[src/rtl/lockdet_pkg.sv]
package lockdet_pkg;

  // strobes from control to datapath
  typedef struct packed {
    logic accClr;   // empty the per-cycle error accumulator
    logic runInc;   // extend the consecutive-good run
    logic runClr;   // drop the consecutive-good run
  } ldStrobe_t;

  // judgement from datapath to control
  typedef struct packed {
    logic isGood;    // cycle error below the set threshold
    logic isBad;     // cycle error above the clear threshold
    logic runReach;  // this good cycle completes the required run
  } ldStatus_t;

  typedef enum logic {
    LD_UNLOCKED = 1'b0,
    LD_LOCKED   = 1'b1
  } ldState_e;

endpackage

[src/rtl/lockdet_datapath.sv]
module lockdet_datapath
  import lockdet_pkg::*;
#(
  parameter int CNT_W   = 8,
  parameter int RUN_W   = 3,
  parameter int GOOD_LO = 3,
  parameter int GOOD_HI = 5
) (
  input  logic             clk,
  input  logic             rst_n,
  input  logic             upPulse,
  input  logic             dnPulse,
  input  logic             precSel,
  input  logic [CNT_W-1:0] setThresh,
  input  logic [CNT_W-1:0] clrThresh,
  input  ldStrobe_t        strobes,
  output ldStatus_t        status
);

  localparam logic [CNT_W-1:0] ERR_MAX = {CNT_W{1'b1}};
  localparam logic [RUN_W-1:0] RUN_MAX = {RUN_W{1'b1}};
  localparam logic [RUN_W-1:0] NEED_LO = RUN_W'(GOOD_LO - 1);
  localparam logic [RUN_W-1:0] NEED_HI = RUN_W'(GOOD_HI - 1);

  logic [CNT_W-1:0] errCnt;
  logic [CNT_W:0]   errSum;
  logic [CNT_W-1:0] errTotal;
  logic             diffNow;
  logic [RUN_W-1:0] runCnt;
  logic [RUN_W-1:0] needPrior;

  // error of the current cycle, including the present tick
  assign diffNow  = upPulse ^ dnPulse;
  assign errSum   = {1'b0, errCnt} + {{CNT_W{1'b0}}, diffNow};
  assign errTotal = errSum[CNT_W] ? ERR_MAX : errSum[CNT_W-1:0];

  always_ff @(posedge clk or negedge rst_n) begin
    if (!rst_n)              errCnt <= '0;
    else if (strobes.accClr) errCnt <= '0;
    else                     errCnt <= errTotal;
  end

  // good cycles already banked before this one
  assign needPrior = precSel ? NEED_HI : NEED_LO;

  always_comb begin
    status.isGood   = (errTotal < setThresh);
    status.isBad    = (errTotal > clrThresh);
    status.runReach = (runCnt >= needPrior);
  end

  always_ff @(posedge clk or negedge rst_n) begin
    if (!rst_n)                   runCnt <= '0;
    else if (strobes.runClr)      runCnt <= '0;
    else if (strobes.runInc && runCnt != RUN_MAX) runCnt <= runCnt + 1'b1;
  end

  assert_run_clear_R6: assert property (@(posedge clk) disable iff (!rst_n)
    strobes.runClr |=> (runCnt == '0));

  assert_run_sat_R9: assert property (@(posedge clk) disable iff (!rst_n)
    (strobes.runInc && !strobes.runClr && runCnt == RUN_MAX) |=> (runCnt == RUN_MAX));

  assert_run_step_R3: assert property (@(posedge clk) disable iff (!rst_n)
    (strobes.runInc && !strobes.runClr && runCnt != RUN_MAX) |=> (runCnt == $past(runCnt) + 1'b1));

endmodule

[src/rtl/lockdet_ctrl.sv]
module lockdet_ctrl
  import lockdet_pkg::*;
(
  input  logic      clk,
  input  logic      rst_n,
  input  logic      pwrDown,
  input  logic      cycleStrobe,
  input  ldStatus_t status,
  output ldStrobe_t strobes,
  output logic      lockFlag
);

  ldState_e state, stateNext;

  always_comb begin
    strobes.accClr = pwrDown | cycleStrobe;
    strobes.runClr = pwrDown | (cycleStrobe & ~status.isGood);
    strobes.runInc = ~pwrDown & cycleStrobe & status.isGood;
  end

  always_comb begin
    stateNext = state;
    if (pwrDown) begin
      stateNext = LD_UNLOCKED;
    end else if (cycleStrobe) begin
      case (state)
        LD_UNLOCKED: if (status.isGood && status.runReach) stateNext = LD_LOCKED;
        LD_LOCKED:   if (status.isBad) stateNext = LD_UNLOCKED;
        default:     stateNext = LD_UNLOCKED;
      endcase
    end
  end

  always_ff @(posedge clk or negedge rst_n) begin
    if (!rst_n) state <= LD_UNLOCKED;
    else        state <= stateNext;
  end

  assign lockFlag = (state == LD_LOCKED);

  assert_pwrdown_R1: assert property (@(posedge clk) disable iff (!rst_n)
    pwrDown |=> !lockFlag);

  assert_lock_rise_R4: assert property (@(posedge clk) disable iff (!rst_n)
    $rose(lockFlag) |-> $past(cycleStrobe && status.isGood && status.runReach && !pwrDown));

  assert_bad_clear_R7: assert property (@(posedge clk) disable iff (!rst_n)
    (cycleStrobe && status.isBad) |=> !lockFlag);

  assert_mid_hold_R8: assert property (@(posedge clk) disable iff (!rst_n)
    (lockFlag && cycleStrobe && !status.isBad && !pwrDown) |=> lockFlag);

  assert_quiet_R10: assert property (@(posedge clk) disable iff (!rst_n)
    (!cycleStrobe && !pwrDown) |=> $stable(lockFlag));

endmodule

[src/rtl/pfd_lock_monitor.sv]
module pfd_lock_monitor
  import lockdet_pkg::*;
#(
  parameter int CNT_W   = 8,
  parameter int RUN_W   = 3,
  parameter int GOOD_LO = 3,
  parameter int GOOD_HI = 5
) (
  input  logic             clk,
  input  logic             rst_n,
  input  logic             pwrDown,
  input  logic             upPulse,
  input  logic             dnPulse,
  input  logic             cycleStrobe,
  input  logic             precSel,
  input  logic [CNT_W-1:0] setThresh,
  input  logic [CNT_W-1:0] clrThresh,
  output logic             lockFlag
);

  ldStrobe_t strobes;
  ldStatus_t status;

  lockdet_datapath #(
    .CNT_W  (CNT_W),
    .RUN_W  (RUN_W),
    .GOOD_LO(GOOD_LO),
    .GOOD_HI(GOOD_HI)
  ) datapath_i (
    .clk      (clk),
    .rst_n    (rst_n),
    .upPulse  (upPulse),
    .dnPulse  (dnPulse),
    .precSel  (precSel),
    .setThresh(setThresh),
    .clrThresh(clrThresh),
    .strobes  (strobes),
    .status   (status)
  );

  lockdet_ctrl ctrl_i (
    .clk        (clk),
    .rst_n      (rst_n),
    .pwrDown    (pwrDown),
    .cycleStrobe(cycleStrobe),
    .status     (status),
    .strobes    (strobes),
    .lockFlag   (lockFlag)
  );

endmodule

[config.mk]
export PLATFORM = sky130hd
export DESIGN_NAME = pfd_lock_monitor
export DESIGN_NICKNAME = d
export VERILOG_FILES = /design/src/rtl/lockdet_pkg.sv /design/src/rtl/lockdet_datapath.sv /design/src/rtl/lockdet_ctrl.sv /design/src/rtl/pfd_lock_monitor.sv
export SDC_FILE = /design/constraint.sdc
export NUM_CORES = 1
export LEC_CHECK = 0
export ABC_AREA = 0
export CAP_MARGIN = 20
export CORE_MARGIN = 4
export CORE_UTILIZATION = 25
export CTS_CLUSTER_DIAMETER = 60
export DETAILED_ROUTE_END_ITERATION = 8
export GPL_ROUTABILITY_DRIVEN = 0
export PLACE_DENSITY_LB_ADDON = 0.15
export SYNTH_ARGS = -nofsm -noshare
export SYNTH_HDL_FRONTEND = slang
export SYNTH_SLANG_ARGS = --single-unit
[constraint.sdc]
create_clock -name clk -period 2.9 [get_ports clk]
set_input_delay 0.435 -clock clk [delete_from_list [all_inputs] [get_ports clk]]
set_output_delay 0.435 -clock clk [all_outputs]
set_load 0.05 [all_outputs]
==> summary.txt <==
POWER
-----------------------------------------------------------------------------------------------
NetSw                                                                                0.000134 W
Switching power as a share of total power                                                 0.275
Pleak                                                                                  0.824 nW
Internal power component                                                             0.000353 W
Relative contribution of combinational cells to total power                               0.229
Clock share of power                                                                      0.402
Cell area power density                                                             287 nW/um^2
Power after layout                                                                   0.000487 W
Maximum vdd ir drop                                                                      148 uV
Sequential fraction of design power                                                       0.370

LOGIC SYNTHESIS
-----------------------------------------------------------------------------------------------
Synthesized netlist net count                                                               171
Synthesized flop and latch total                                                             12
Distinct cell type count of the synthesized netlist                                          35
Cell area after synthesis                                                             1120 um^2
Warning count from the yosys run                                                              0
Avg Cell Area, Syn                                                                    8.75 um^2
Gate Count Post-Synth                                                                       128
Part of the Yosys area used for sequential elements                                       0.268

MIN PATH
-----------------------------------------------------------------------------------------------
Worst hold-check path type                                                         input port to async pin

CTS
-----------------------------------------------------------------------------------------------
Cell at the root of the clock tree                                                     clkbuf_8
Count of hold-fix buffers inserted at cts                                                     0
Clock input transition at the sequential cells of the worst setup and hold paths        0.06 ns
Sink count of the clock tree                                                                 12
CTS HTree Levels                                                                              1
CTS tree                                                                                  built
Number of buffers added by the clock tree synthesis step                                      3
Worst skew pair latency                                                                 0.25 ns
Maximum buffer depth of the clock tree                                                        2

CRITICAL PATH
-----------------------------------------------------------------------------------------------
Critical path fanouts, max                                                                    4
Path type of the worst setup path                                                  input port to register
CP endpoint kind                                                                       register
Arrival time of data at the critical path endpoint                                      2.88 ns
Worst setup SP type                                                                  input port
Required time at the endpoint of the critical path                                      3.03 ns

GLOBAL ROUTE
-----------------------------------------------------------------------------------------------
Remaining global-route overflow                                                               0
Total GRT Usage                                                                           0.112
First-pass GRT wire length                                                              4730 um
Vias in the first global route                                                             1091
Initial antenna violation count                                                               0
Maximum number of pins on one net before global-route repair                                 13

PLACED DESIGN
-----------------------------------------------------------------------------------------------
Post-DP Area                                                                          1510 um^2
Sum of net half-perimeters after detailed placement                                     2390 um
Count of input and output buffers                                                            23

ROUTING
-----------------------------------------------------------------------------------------------
Sum of routed wire length over all layers                                               3030 um
Routed vias                                                                                1058
Post-detailed-route count of antenna-violating nets                                           0
DR pass1 iterations                                                                           4
Detailed-route DRC error count                                                                0
Vias per cell                                                                              4.74
Mean routed wirelength per cell                                                         13.6 um
Violation count after the first detailed-route iteration                                     22

CELLS AND AREA
-----------------------------------------------------------------------------------------------
Leading cell types in the layout, fill and taps excluded                           21 x clkdlybuf4s50_1, 18 x inv_1, 17 x buf_4
Number of inserted diodes                                                                     0
Filler Cells Inserted                                                                       444
Share of the core filled with cells                                                       0.389
Nets                                                                                        215
Area occupied by multi-input gates                                                     852 um^2
Synth-to-Final Area Change                                                                51.4%
Fraction of final layout cells with drive strength greater than 1                         0.263
Most frequent standard cell in the layout excluding fill and tap cells             clkdlybuf4s50_1
Reg area                                                                               300 um^2
Non-Filler Cell Area, Final                                                           1700 um^2

STA
-----------------------------------------------------------------------------------------------
Worst slew pin tran                                                                    0.555 ns
Max Transition Viols Final                                                                    0
Final Hold Fails                                                                              0
Tmin final                                                                              2.75 ns
RSZ-0062 raised after global routing                                                      false
Share of the cycle needed by the critical path after routing                              0.948
Endpoints failing setup                                                                       0
Highest clock rate                                                                      364 MHz
Max-slew headroom at the worst pin                                                        0.629
Worst clock skew                                                                     0.00318 ns

FLOORPLANNING
-----------------------------------------------------------------------------------------------
Die Area                                                                              5610 um^2
Die W                                                                                   74.9 um
FP Rows                                                                                      24
Initial core utilization                                                                  0.257
Die Y                                                                                   74.9 um
Number of top-level pins                                                                     24
Placeable Area                                                                        4350 um^2

OUTCOME
-----------------------------------------------------------------------------------------------
Run status                                                                            completed

FLOW RUN
-----------------------------------------------------------------------------------------------
Max-cap viol count                                                                            0

[critical path, stage by stage]
cell           delay, ns
dlygate4sd2_1       0.24
xor2_1              0.16
ha_2                0.24
ha_4                0.15
and4_4              0.25
nand2_4             0.06
nor2_4              0.12
a21oi_2             0.07
ha_1                0.30
nand4_1             0.13
buf_4               0.16
a211o_1             0.27
a32oi_1             0.22
nor2_1              0.06
[final cells by class]
class                   instances  share of cell area
multi-input cells              97               0.503
inverters                      18              0.0399
repair buffers                 40               0.210
flip-flops and latches         12               0.177
well taps                      52              0.0384
clock buffers                   4              0.0325
[power groups by stage]
stage               clock [W]  combinational [W]  sequential [W]
floorplan                   0          0.0000478        0.000189
global placement            0           0.000108        0.000182
detailed placement          0           0.000109        0.000183
CTS                  0.000198           0.000111        0.000180
global route         0.000204           0.000124        0.000181
finish               0.000196           0.000111        0.000180
[what timing repair did]
| action | CTS | global route |
|---|---|---|
| pin swaps | 12 | 9 |
| setup endpoints to repair | 4 | 1 |
| buffers inserted | 2 | 2 |
| gates resized for setup | 14 | 11 |
[metrics by stage]
stage,setup slack (ns),instances,hold WS [ns],setup TNS (ns)
floorplan,0.163,128,0.139,0
detailed placement,-0.489,215,0.579,-1.83
CTS,0.189,221,0.575,0
finish,0.150,223,0.540,0
global placement,-0.480,215,0.584,-1.85
global route,0.0000959,223,0.624,0
[per-layer routing]
layer / wire, um / vias up / global-route usage
met4: 46 / 0 / 0.0296
li1: - / 541 / -
met5: 0 / - / 0
met3: 107 / 7 / 0.0294
met2: 1550 / 27 / 0.206
met1: 1320 / 483 / 0.127
[registers in the layout, indices dropped and copies added (netlist names)]
| name | count |
|---|---|
| datapath_i.runCnt | 3 |
| datapath_i.errCnt | 8 |
| ctrl_i.lockFlag | 1 |
[cell usage after synthesis]
| library cell | count | area, um^2 |
|---|---|---|
| and3_2 | 1 | 7.51 |
| or2_1 | 1 | 6.26 |
| a32oi_1 | 3 | 26.3 |
| xor2_1 | 3 | 26.3 |
| or2_2 | 1 | 6.26 |
| a22o_1 | 1 | 8.76 |
| a21oi_1 | 11 | 55.1 |
| a22o_2 | 1 | 10.0 |
| a22oi_1 | 1 | 7.51 |
| nand2_1 | 9 | 33.8 |
| and4b_1 | 1 | 10.0 |
| a41oi_4 | 1 | 27.5 |
| mux2_1 | 1 | 11.3 |
| nor4bb_1 | 1 | 10.0 |
| nand2b_1 | 1 | 6.26 |
| and2_1 | 4 | 25.0 |
| o211ai_1 | 2 | 15.0 |
| a2111oi_2 | 1 | 15.0 |
| nor2b_1 | 1 | 6.26 |
| and4_4 | 1 | 11.3 |
| inv_1 | 18 | 67.6 |
| dfrtp_1 | 12 | 300 |
| o21a_1 | 1 | 7.51 |
| mux2_2 | 1 | 11.3 |
| nor2_1 | 11 | 41.3 |
| nand3_1 | 7 | 35.0 |
| a211o_1 | 1 | 8.76 |
| xnor2_1 | 2 | 17.5 |
| nand4_1 | 3 | 18.8 |
| nor4b_1 | 1 | 8.76 |
| ha_1 | 20 | 250 |
| or4_1 | 1 | 7.51 |
| o21ai_0 | 2 | 10.0 |
| o21ai_1 | 1 | 5.00 |
| buf_2 | 1 | 5.00 |
[cells by family after synthesis]
kind of cell             after synthesis  share of synthesized area
AO/OA/AOI/OAI                         26                      0.175
XOR/XNOR                               5                     0.0391
adder cells (fa/ha/maj)               20                      0.223
buffers and inverters                 19                     0.0648
flip-flops                            12                      0.268
multiplexers                           2                     0.0201
AND/OR/NAND/NOR                       44                      0.209
[final timing paths]
kind | startpoint | to | slack (ns) | cells past startpoint
min in group clk | datapath_i.runCnt[1] | datapath_i.runCnt[1] | 0.59 | 2
worst max register to register | datapath_i.errCnt[0] | ctrl_i.lockFlag | 0.39 | 13
worst max-delay path | upPulse | datapath_i.runCnt[2] | 0.15 | 14
max in group asynchronous | rst_n | datapath_i.runCnt[1] | 1.99 | 1
worst min register to register | datapath_i.runCnt[1] | datapath_i.runCnt[1] | 0.59 | 2
worst min-delay path | rst_n | datapath_i.errCnt[6] | 0.54 | 1
Note: power is estimated with default switching activity, not from simulation.
